File: src/rtl/sbm_pkg.sv
package sbm_pkg;
  typedef enum logic [2:0] {
    ST_IDLE,
    ST_START,
    ST_ADDR,
    ST_BURST,
    ST_END
  } sbm_state_e;

  localparam int PAGE_SEL_W = 3;
  localparam int PAGE_CODES = 5;
endpackage

File: src/rtl/sbm_clk_gen.sv
module sbm_clk_gen #(
  parameter int CW = 4
) (
  input  logic        clk_i,
  input  logic        rst_ni,
  input  logic        en_i,
  input  logic [CW:0] period_i,
  output logic        mem_clk_o,
  output logic        rise_o,
  output logic        fall_o
);
  logic [CW-1:0] cnt_q, last, half_m1;
  logic          clk_q;

  assign last    = CW'(period_i - 1'b1);
  assign half_m1 = CW'((period_i >> 1) - 1'b1);
  assign rise_o  = en_i && (cnt_q >= last);
  assign fall_o  = en_i && !rise_o && (cnt_q == half_m1);
  assign mem_clk_o = clk_q;

  always_ff @(posedge clk_i or negedge rst_ni) begin
    if (!rst_ni) begin
      cnt_q <= '0;
      clk_q <= 1'b0;
    end else if (!en_i) begin
      cnt_q <= last;  // park so the first enabled edge rises at once
      clk_q <= 1'b0;
    end else if (rise_o) begin
      cnt_q <= '0;
      clk_q <= 1'b1;
    end else begin
      cnt_q <= cnt_q + 1'b1;
      if (fall_o) clk_q <= 1'b0;
    end
  end
endmodule

File: src/rtl/sbm_page_det.sv
module sbm_page_det import sbm_pkg::*; #(
  parameter int AW = 16,
  parameter int DW = 16
) (
  input  logic [AW-1:0]         addr_i,
  input  logic [PAGE_SEL_W-1:0] page_sel_i,
  output logic                  page_last_o
);
  localparam int BLOG = $clog2(DW / 8);

  logic [AW-1:0] mask_tab [PAGE_CODES];
  logic [AW-1:0] mask;
  logic          en;

  assign mask_tab[0] = '0;
  for (genvar g = 1; g < PAGE_CODES; g++) begin : g_mask
    assign mask_tab[g] = AW'((1 << (6 + g - BLOG)) - 1);
  end

  always_comb begin
    en   = (page_sel_i != '0) && (page_sel_i < PAGE_SEL_W'(PAGE_CODES));
    mask = en ? mask_tab[page_sel_i] : '0;
  end

  assign page_last_o = en && ((addr_i & mask) == mask);
endmodule

File: src/rtl/sbm_burst_fsm.sv
module sbm_burst_fsm import sbm_pkg::*; #(
  parameter int AW    = 16,
  parameter int DW    = 16,
  parameter int LW    = 8,
  parameter int LAT_W = 5
) (
  input  logic             clk_i,
  input  logic             rst_ni,
  input  logic             rise_i,
  input  logic             fall_i,
  input  logic             req_valid_i,
  input  logic [AW-1:0]    req_addr_i,
  input  logic [LW-1:0]    req_len_i,
  input  logic [LAT_W-1:0] lat_i,
  input  logic             page_last_i,
  input  logic [DW-1:0]    mem_data_i,
  output logic             idle_o,
  output logic             cs_o,
  output logic             adv_o,
  output logic [AW-1:0]    addr_o,
  output logic [DW-1:0]    rd_data_o,
  output logic             rd_valid_o
);
  sbm_state_e       state_q;
  logic [LW-1:0]    rem_q;
  logic [LAT_W-1:0] lat_q;

  assign idle_o = (state_q == ST_IDLE);

  always_ff @(posedge clk_i or negedge rst_ni) begin
    if (!rst_ni) begin
      state_q    <= ST_IDLE;
      rem_q      <= '0;
      lat_q      <= '0;
      cs_o       <= 1'b0;
      adv_o      <= 1'b0;
      addr_o     <= '0;
      rd_data_o  <= '0;
      rd_valid_o <= 1'b0;
    end else begin
      rd_valid_o <= 1'b0;
      unique case (state_q)
        ST_IDLE: if (req_valid_i && req_len_i != '0) begin
          addr_o  <= req_addr_i;
          rem_q   <= req_len_i;
          state_q <= ST_START;
        end
        ST_START: if (fall_i) begin
          cs_o    <= 1'b1;
          adv_o   <= 1'b1;
          state_q <= ST_ADDR;
        end
        ST_ADDR: if (rise_i) begin
          lat_q   <= lat_i;
          state_q <= ST_BURST;
        end
        ST_BURST: begin
          if (fall_i) adv_o <= 1'b0;
          if (rise_i) begin
            if (lat_q != '0) begin
              lat_q <= lat_q - 1'b1;
            end else begin
              rd_data_o  <= mem_data_i;
              rd_valid_o <= 1'b1;
              addr_o     <= addr_o + 1'b1;
              rem_q      <= rem_q - 1'b1;
              if (rem_q == LW'(1) || page_last_i) state_q <= ST_END;
            end
          end
        end
        ST_END: if (fall_i) begin
          cs_o    <= 1'b0;
          state_q <= (rem_q != '0) ? ST_START : ST_IDLE;
        end
        default: state_q <= ST_IDLE;
      endcase
    end
  end
endmodule

File: src/rtl/sbm_burst_ctrl.sv
module sbm_burst_ctrl import sbm_pkg::*; #(
  parameter int AW      = 16,
  parameter int DW      = 16,
  parameter int LW      = 8,
  parameter int LAT_W   = 5,
  parameter int MAX_DIV = 16,
  localparam int CW     = $clog2(MAX_DIV),
  localparam int PW     = CW + 1
) (
  input  logic                  clk_i,
  input  logic                  rst_ni,
  input  logic [PW-1:0]         cfg_period_i,
  input  logic [LAT_W-1:0]      cfg_latency_i,
  input  logic                  cfg_cram_i,
  input  logic [PAGE_SEL_W-1:0] cfg_page_i,
  input  logic                  cfg_cont_clk_i,
  input  logic                  req_valid_i,
  input  logic [AW-1:0]         req_addr_i,
  input  logic [LW-1:0]         req_len_i,
  output logic                  req_ready_o,
  output logic                  mem_clk_o,
  output logic                  mem_cs_no,
  output logic                  mem_adv_no,
  output logic [AW-1:0]         mem_addr_o,
  input  logic [DW-1:0]         mem_data_i,
  output logic [DW-1:0]         rd_data_o,
  output logic                  rd_valid_o
);
  logic [PW-1:0]    period_c;
  logic [LAT_W-1:0] lat_eff;
  logic             idle, clk_en, rise, fall, page_last, cs, adv;

  always_comb begin
    if (cfg_period_i < PW'(2))            period_c = PW'(2);
    else if (cfg_period_i > PW'(MAX_DIV)) period_c = PW'(MAX_DIV);
    else                                  period_c = cfg_period_i;
  end

  assign lat_eff = cfg_cram_i ? '0 : cfg_latency_i;
  assign clk_en  = cfg_cont_clk_i || !idle;

  sbm_clk_gen #(.CW(CW)) u_clk (
    .clk_i, .rst_ni, .en_i(clk_en), .period_i(period_c),
    .mem_clk_o, .rise_o(rise), .fall_o(fall)
  );

  sbm_page_det #(.AW(AW), .DW(DW)) u_page (
    .addr_i(mem_addr_o), .page_sel_i(cfg_page_i), .page_last_o(page_last)
  );

  sbm_burst_fsm #(.AW(AW), .DW(DW), .LW(LW), .LAT_W(LAT_W)) u_fsm (
    .clk_i, .rst_ni, .rise_i(rise), .fall_i(fall),
    .req_valid_i, .req_addr_i, .req_len_i, .lat_i(lat_eff),
    .page_last_i(page_last), .mem_data_i,
    .idle_o(idle), .cs_o(cs), .adv_o(adv), .addr_o(mem_addr_o),
    .rd_data_o, .rd_valid_o
  );

  assign req_ready_o = idle;
  assign mem_cs_no   = !cs;
  assign mem_adv_no  = !adv;
endmodule

File: config.mk
export PLATFORM = sky130hd
export DESIGN_NAME = sbm_burst_ctrl
export DESIGN_NICKNAME = d
export VERILOG_FILES = /design/src/rtl/sbm_pkg.sv /design/src/rtl/sbm_clk_gen.sv /design/src/rtl/sbm_page_det.sv /design/src/rtl/sbm_burst_fsm.sv /design/src/rtl/sbm_burst_ctrl.sv
export SDC_FILE = /design/constraint.sdc
export NUM_CORES = 1
export LEC_CHECK = 0
export ABC_CLOCK_PERIOD_IN_PS = 5200
export CORE_MARGIN = 4
export CORE_UTILIZATION = 40
export CTS_CLUSTER_DIAMETER = 200
export DETAILED_ROUTE_END_ITERATION = 6
export PLACE_DENSITY_LB_ADDON = 0.25
export SYNTH_ARGS = -nofsm -noshare
export SYNTH_HDL_FRONTEND = slang
export SYNTH_HIERARCHICAL = 1
export SYNTH_SLANG_ARGS = --single-unit
File: constraint.sdc
create_clock -name clk_i -period 5.2 [get_ports clk_i]
set_input_delay 1.04 -clock clk_i [delete_from_list [all_inputs] [get_ports clk_i]]
set_output_delay 1.04 -clock clk_i [all_outputs]
set_load 0.03 [all_outputs]
-- Word level (Yosys, flattened, before mapping)
Memories as Yosys holds them, arrays and structs flattened.
Cells that the tools add are included.
- $lt $le $gt $ge: 5
- bitwise gates (word level): 3
- $add $sub $neg: 6
- equal/unequal tests: 17
- reductions and logical operators: 27
- multiplexer cells: 38
- operators with widths (operator ; number):
    two-way mux 16 bit ; 6
    case mux 16 bit (2 select lines) ; 1
    two-way mux 5 bit ; 6
    two-way mux 8 bit ; 3
    two-way mux 3 bit ; 7
    adder 16 x 1 -> 16 bit (second input constant) ; 1
    bitwise AND 16 bit ; 1
    equality test 16 bit ; 1
    case mux 8 bit (2 select lines) ; 1
    nonzero test 8 bit ; 2
    case mux 3 bit (5 select lines) ; 1
    inequality test 2 bit (second input constant) ; 6
    case mux 5 bit (2 select lines) ; 1
    AND reduction 3 bit ; 3
    equality test 8 x 1 -> 1 bit (second input constant) ; 1
    two-way mux 1 bit ; 8
    two-way mux 4 bit ; 2
    AND reduction 4 bit ; 2
    nonzero test 2 bit ; 4
    subtractor 4 x 1 -> 4 bit (second input constant) ; 2
    subtractor 8 x 1 -> 8 bit (second input constant) ; 1
    AND reduction 7 bit ; 1
    equality test 3 x 2 -> 1 bit (second input constant) ; 2
    logical AND 1 bit ; 6
    other kinds (20) ; 27
- bits of input ports: 58
- memory bits (read-only): 128
- output and inout port bits: 37
- register bits after elaboration: 56
- memories kept: 1
- logic and storage cells: 107
- memories (memory ; depth ; width ; read ports ; clocked after Yosys merged registers in ; wr ports ; line ; RTL):
    (name not given) ; 8 ; 16 ; 1 ; 0 ; 0 ; sbm_page_det.sv:22 ; mask = en ? mask_tab[page_sel_i] : '0;

-- Logic depth before layout (Yosys ltp)
- depth after elaboration: 13
- gate-level depth with buffers: 16

-- Cells and area by module
Netlist, hierarchy kept.
- modules (own cells, without submodules) (module ; instances ; area an instance (um2) ; sequential area each (um2) ; cells an instance):
    sbm_burst_fsm ; 1 ; 2801.4 ; 1276.2 ; 328
    sbm_clk_gen ; 1 ; 464.2 ; 125.1 ; 49
    sbm_burst_ctrl ; 1 ; 97.6 ; 0.0 ; 15
    sbm_page_det ; 1 ; 57.6 ; 0.0 ; 8

-- Worst setup path after synthesis
Ideal clock, no wire load.
- path kind: input to register
- from: input port cfg_period_i[3]
- to: register u_fsm.addr_o[13]
- setup time: 0.121 ns
- arrival time: 3.722 ns
- buffers on the path: 2
- data required time: 5.079 ns
- slack: 1.356 ns
- stages: 15
- cell sequence: o21ba_1 > nor2_1 > inv_1 > ha_1 > a21boi_0 > xnor2_1 > ha_1 > a2111oi_1 > nor3_1 > and3_1 > buf_4 > a31oi_4 > buf_6 > nor2_1 > o22a_1
- longest elaborated chain between the ends: 8
- RTL lines (item ; line ; RTL):
    start, declared ; sbm_burst_ctrl.sv:12 ; input logic [PW-1:0] cfg_period_i,
    > comparator 5 bit ; sbm_burst_ctrl.sv:35 ; else if (cfg_period_i > PW'(MAX_DIV)) period_c = PW'(MAX_DIV);
    two-way mux 5 bit ; sbm_burst_ctrl.sv:35 ;
    two-way mux 5 bit * ; sbm_burst_ctrl.sv:34 ; if (cfg_period_i < PW'(2)) period_c = PW'(2);
    named net period_c[1] ; sbm_burst_ctrl.sv:29 ; logic [PW-1:0] period_c;
    subtractor 4 x 1 -> 4 bit * ; sbm_clk_gen.sv:15 ; assign last = CW'(period_i - 1'b1);
    >= comparator 4 bit * ; sbm_clk_gen.sv:17 ; assign rise_o = en_i && (cnt_q >= last);
    logical AND 1 bit * ; sbm_clk_gen.sv:17 ;
    named net rise ; sbm_burst_ctrl.sv:31 ; logic idle, clk_en, rise, fall, page_last, cs, adv;
    inequality test 2 bit (no source line) * ; -- ;
    AND reduction 4 bit (no source line) * ; -- ;
    end signal, assigned ; sbm_burst_fsm.sv:44 ; addr_o <= req_addr_i;
    end signal, assigned ; sbm_burst_fsm.sv:65 ; addr_o <= addr_o + 1'b1;
    end, declared ; sbm_burst_fsm.sv:20 ; output logic [AW-1:0] addr_o,
The timed path passes the listed nets; every way through them passes the cells marked *.
A chain may end at the register's enable or synchronous reset.

-- Final worst setup path
- from: input port cfg_period_i[3]
- to: register u_fsm.addr_o[12]
Same word-level chain as after synthesis.

==> impl_metrics.toml <==
[logic_synthesis]
synth_top_family_by_area = "simple AND/OR/NAND/NOR gates"
synthAdderAreaFrac_pct = 4.755
synthXorXnorAreaFrac_pct = 2.743
ys_types = 64
synth_seq_area_share_pct = 40.97
synthSimpleGateAreaFrac_pct = 24.36
synthFlopType = "dfrtp_1"
syn_avg_cell_area_um2 = 8.552
syn_area_mm2 = 0.003421
synthCells = 400
yosysTopAreaCellShare_pct = 40.97
synth_mux_area_share_pct = 0.2926
synth_top_area_cell = "dfrtp_1"
ys_ff_latch = 56
synth_edf_count = 0
syn-num-nets = 471
synth_compound_area_share_pct = 21.69
async_reset_ff_share_pct = 100.0
synthMostInstantiatedCell = "nand2_1"
synth.top_cells.by_count = "nand2_1 (75), dfrtp_1 (56), nor2_1 (31)"
ys_top_cells_by_area = "dfrtp_1 (41%), nand2_1 (8.2%), ha_1 (4.8%), a21oi_1 (4.2%), o21ai_0 (4.1%)"
ys_warn_count = 6

[final_layout]
antenna_cells = 0
fin_util_pct = 54.68
stdcell_area_mm2 = 0.004516
final-seq-area_mm2 = 0.001401
drive_gt1_share_pct = 4.948
stdcell_count = 590
areaGrowthSynthToFinish_pct = 32.00
fillCellCount = 767
nNetsFinal = 555
multi_input_area_mm2 = 0.001842

[clock_tree]
cts.clk_slew.worst_paths_ns = 0.10
ctsResizeCount = 0
numCtsBuffers = 5
post_cts_buffers = 0
clk_path_buf_depth = 2
holdBufCountCts = 0
htreeDepth = 2
clk_latency_ns = 0.31
cts_root_buf = "clkbuf_8"
cts_num_sinks = 56
cts_tree = "yes"

[sta]
fin_crit_ns = 4.410
finalClockSkew_ns = 0.008360
period_share_pct = 84.82
hold_viol = 0
fmax_mhz = 226.7
fin_ws_ns = 0.7896
tightest_slew_ns = 1.020
rsz0062_at_grt = "false"
finalMaxSlewViolations = 0
final-setup-viol-count = 0
slew_headroom_pct = 31.99
holdWs_ns = 0.4763
fin_setup_tns_ns = 0

[worst_setup_path]
end_kind = "register"
critPathMaxFanout = 32
cp.required_ns = 5.40
crit_path_top_delay_cell = "a2111oi_1"
crit_path_start_kind = "primary input"
path_cells = "clkdlybuf4s50_1, o21ba_1, nor2_1, inv_1, ha_1, a21boi_0, xnor2_1, ha_1, a2111oi_1, nor3_1, and3_1, a31oi_4, buf_4, nor2_1, o22a_1"
path_buf_inv = 3
crit_arrival_ns = 4.61
crit_family = "compound AO/OA/AOI/OAI gates"
setup.worst_path.class = "primary input to register"
cpPeakStageDelay_ns = 0.63

[routing]
wl_um = 8501
num_vias = 3137
ant_nets = 0
vias_per_cell = 5.317
firstDrtPassIters = 4
routedWlPerCell_um = 14.41
drc = 0
drtIter0Drc = 156

[global_routing]
antenna_found_initial = 0
grt.overflow.total = 0
grt_usage_pct = 16.85
grt_pass1_wl_um = 14060
grt_pass1_vias = 2922
grt_max_degree = 57

[placement]
dp.cells = 582
port_buffers = 94
pre_cts_ws_ns = 0.5008
place.gp.congestion = 0.8291
dpl.hpwl_um = 6084
placed_area_mm2 = 0.004400

[die]
std_cell_rows = 33
die_area_mm2 = 0.01010
coreArea_mm2 = 0.008258
die_height_um = 100.5
initial_core_util_pct = 41.42
die_w_um = 100.5
top_level_ports = 95

[power]
power_mw = 2.427
vdd_ir_drop_max_v = 0.0002970
total_leakage_power_nw = 1.934
power_density_mw_per_mm2 = 537.4

[min_path]
hold_class = "register to register"

[run_status]
status = "finished, final reports clean"

[flow_run]
cap_violations = 0
==> per-layer routing <==
| metal | share of wire, % | routed length (um) | up-vias | track usage [%] |
|---|---|---|---|---|
| met3 | 6.2 | 528 | 6 | 3.045 |
| li1 | - | - | 1580 | - |
| met1 | 50 | 4284 | 1455 | 24.75 |
| met5 | 0 | 0 | - | 0 |
| met2 | 43 | 3630 | 96 | 26.40 |
| met4 | 0.69 | 59 | 0 | 2.798 |
==> cell type report <==
type	count	area share, %
tap	105	2.909
sequential	56	31.03
clock inverter	3	1.025
inverter	16	1.330
clock buffer	5	1.524
timing repair buffer	98	21.39
multi-input combinational	307	40.79
==> logic make-up after synthesis <==
family	after synthesis
and+or+nand+nor	170
AOI/OAI and AO/OA	114
xor gates and xnor gates	9
muxes	1
buffers and inverters	37
adders and majority gates	13
DFF	56
==> power breakdown <==
group | leakage [nW] | internal [mW] | switching (mW)
Combinational | 1.17 | 0.562 | 0.730
Clock | 0.0548 | 0.145 | 0.152
Sequential | 0.709 | 0.618 | 0.220
Total | 1.93 | 1.33 | 1.10
==> layout by cell type (no fill, tap or decap), types with 5 or more instances in the layout <==
cell type and instances:
o21ai_1 11, nand3_1 11, nand2b_1 5, nor2b_1 9
clkdlybuf4s50_1 93, nor3_1 10, clkbuf_8 5, nand2_1 75
o21ai_0 28, o211ai_1 6, xnor2_1 6, a21oi_1 29
inv_1 16, ha_1 13, nor2_1 31, nor4_1 8
dfrtp_1 56
==> path summary, 6_finish.rpt <==
check / from / endpoint / slack, ns / cells past startpoint
max: cfg_period_i[3] / u_fsm/addr_o[12]$_DFFE_PN0P_ / 0.79 / 15
min: u_fsm/rd_data_o[9]$_DFFE_PN0P_ / u_fsm/rd_data_o[9]$_DFFE_PN0P_ / 0.48 / 2
max reg2reg: u_clk/cnt_q[0]$_DFF_PN0_ / u_fsm/addr_o[12]$_DFFE_PN0P_ / 2.26 / 10
min reg2reg: u_fsm/rd_data_o[9]$_DFFE_PN0P_ / u_fsm/rd_data_o[9]$_DFFE_PN0P_ / 0.48 / 2
max in group asynchronous: rst_ni / u_fsm/rd_data_o[13]$_DFFE_PN0P_ / 3.86 / 2
min in group asynchronous: rst_ni / u_clk/cnt_q[0]$_DFF_PN0_ / 0.85 / 2
==> flip-flops by register name, summed over array words and instances, names as in the netlist <==
register / flops
u_fsm/cs_o: 1
u_fsm/addr_o: 16
u_fsm/lat_q: 5
u_fsm/rd_data_o: 16
u_fsm/rd_valid_o: 1
u_fsm/adv_o: 1
u_clk/cnt_q: 4
u_fsm/state_q: 3
u_fsm/rem_q: 8
u_clk/mem_clk_o: 1
==> tightest hold or removal path, cell delays in order (launching register included) <==
cell	delay, ns
dfrtp_1	0.35
nand2_1	0.05
nand2_1	0.05
No activity file was read; power rests on OpenSTA's default activity.
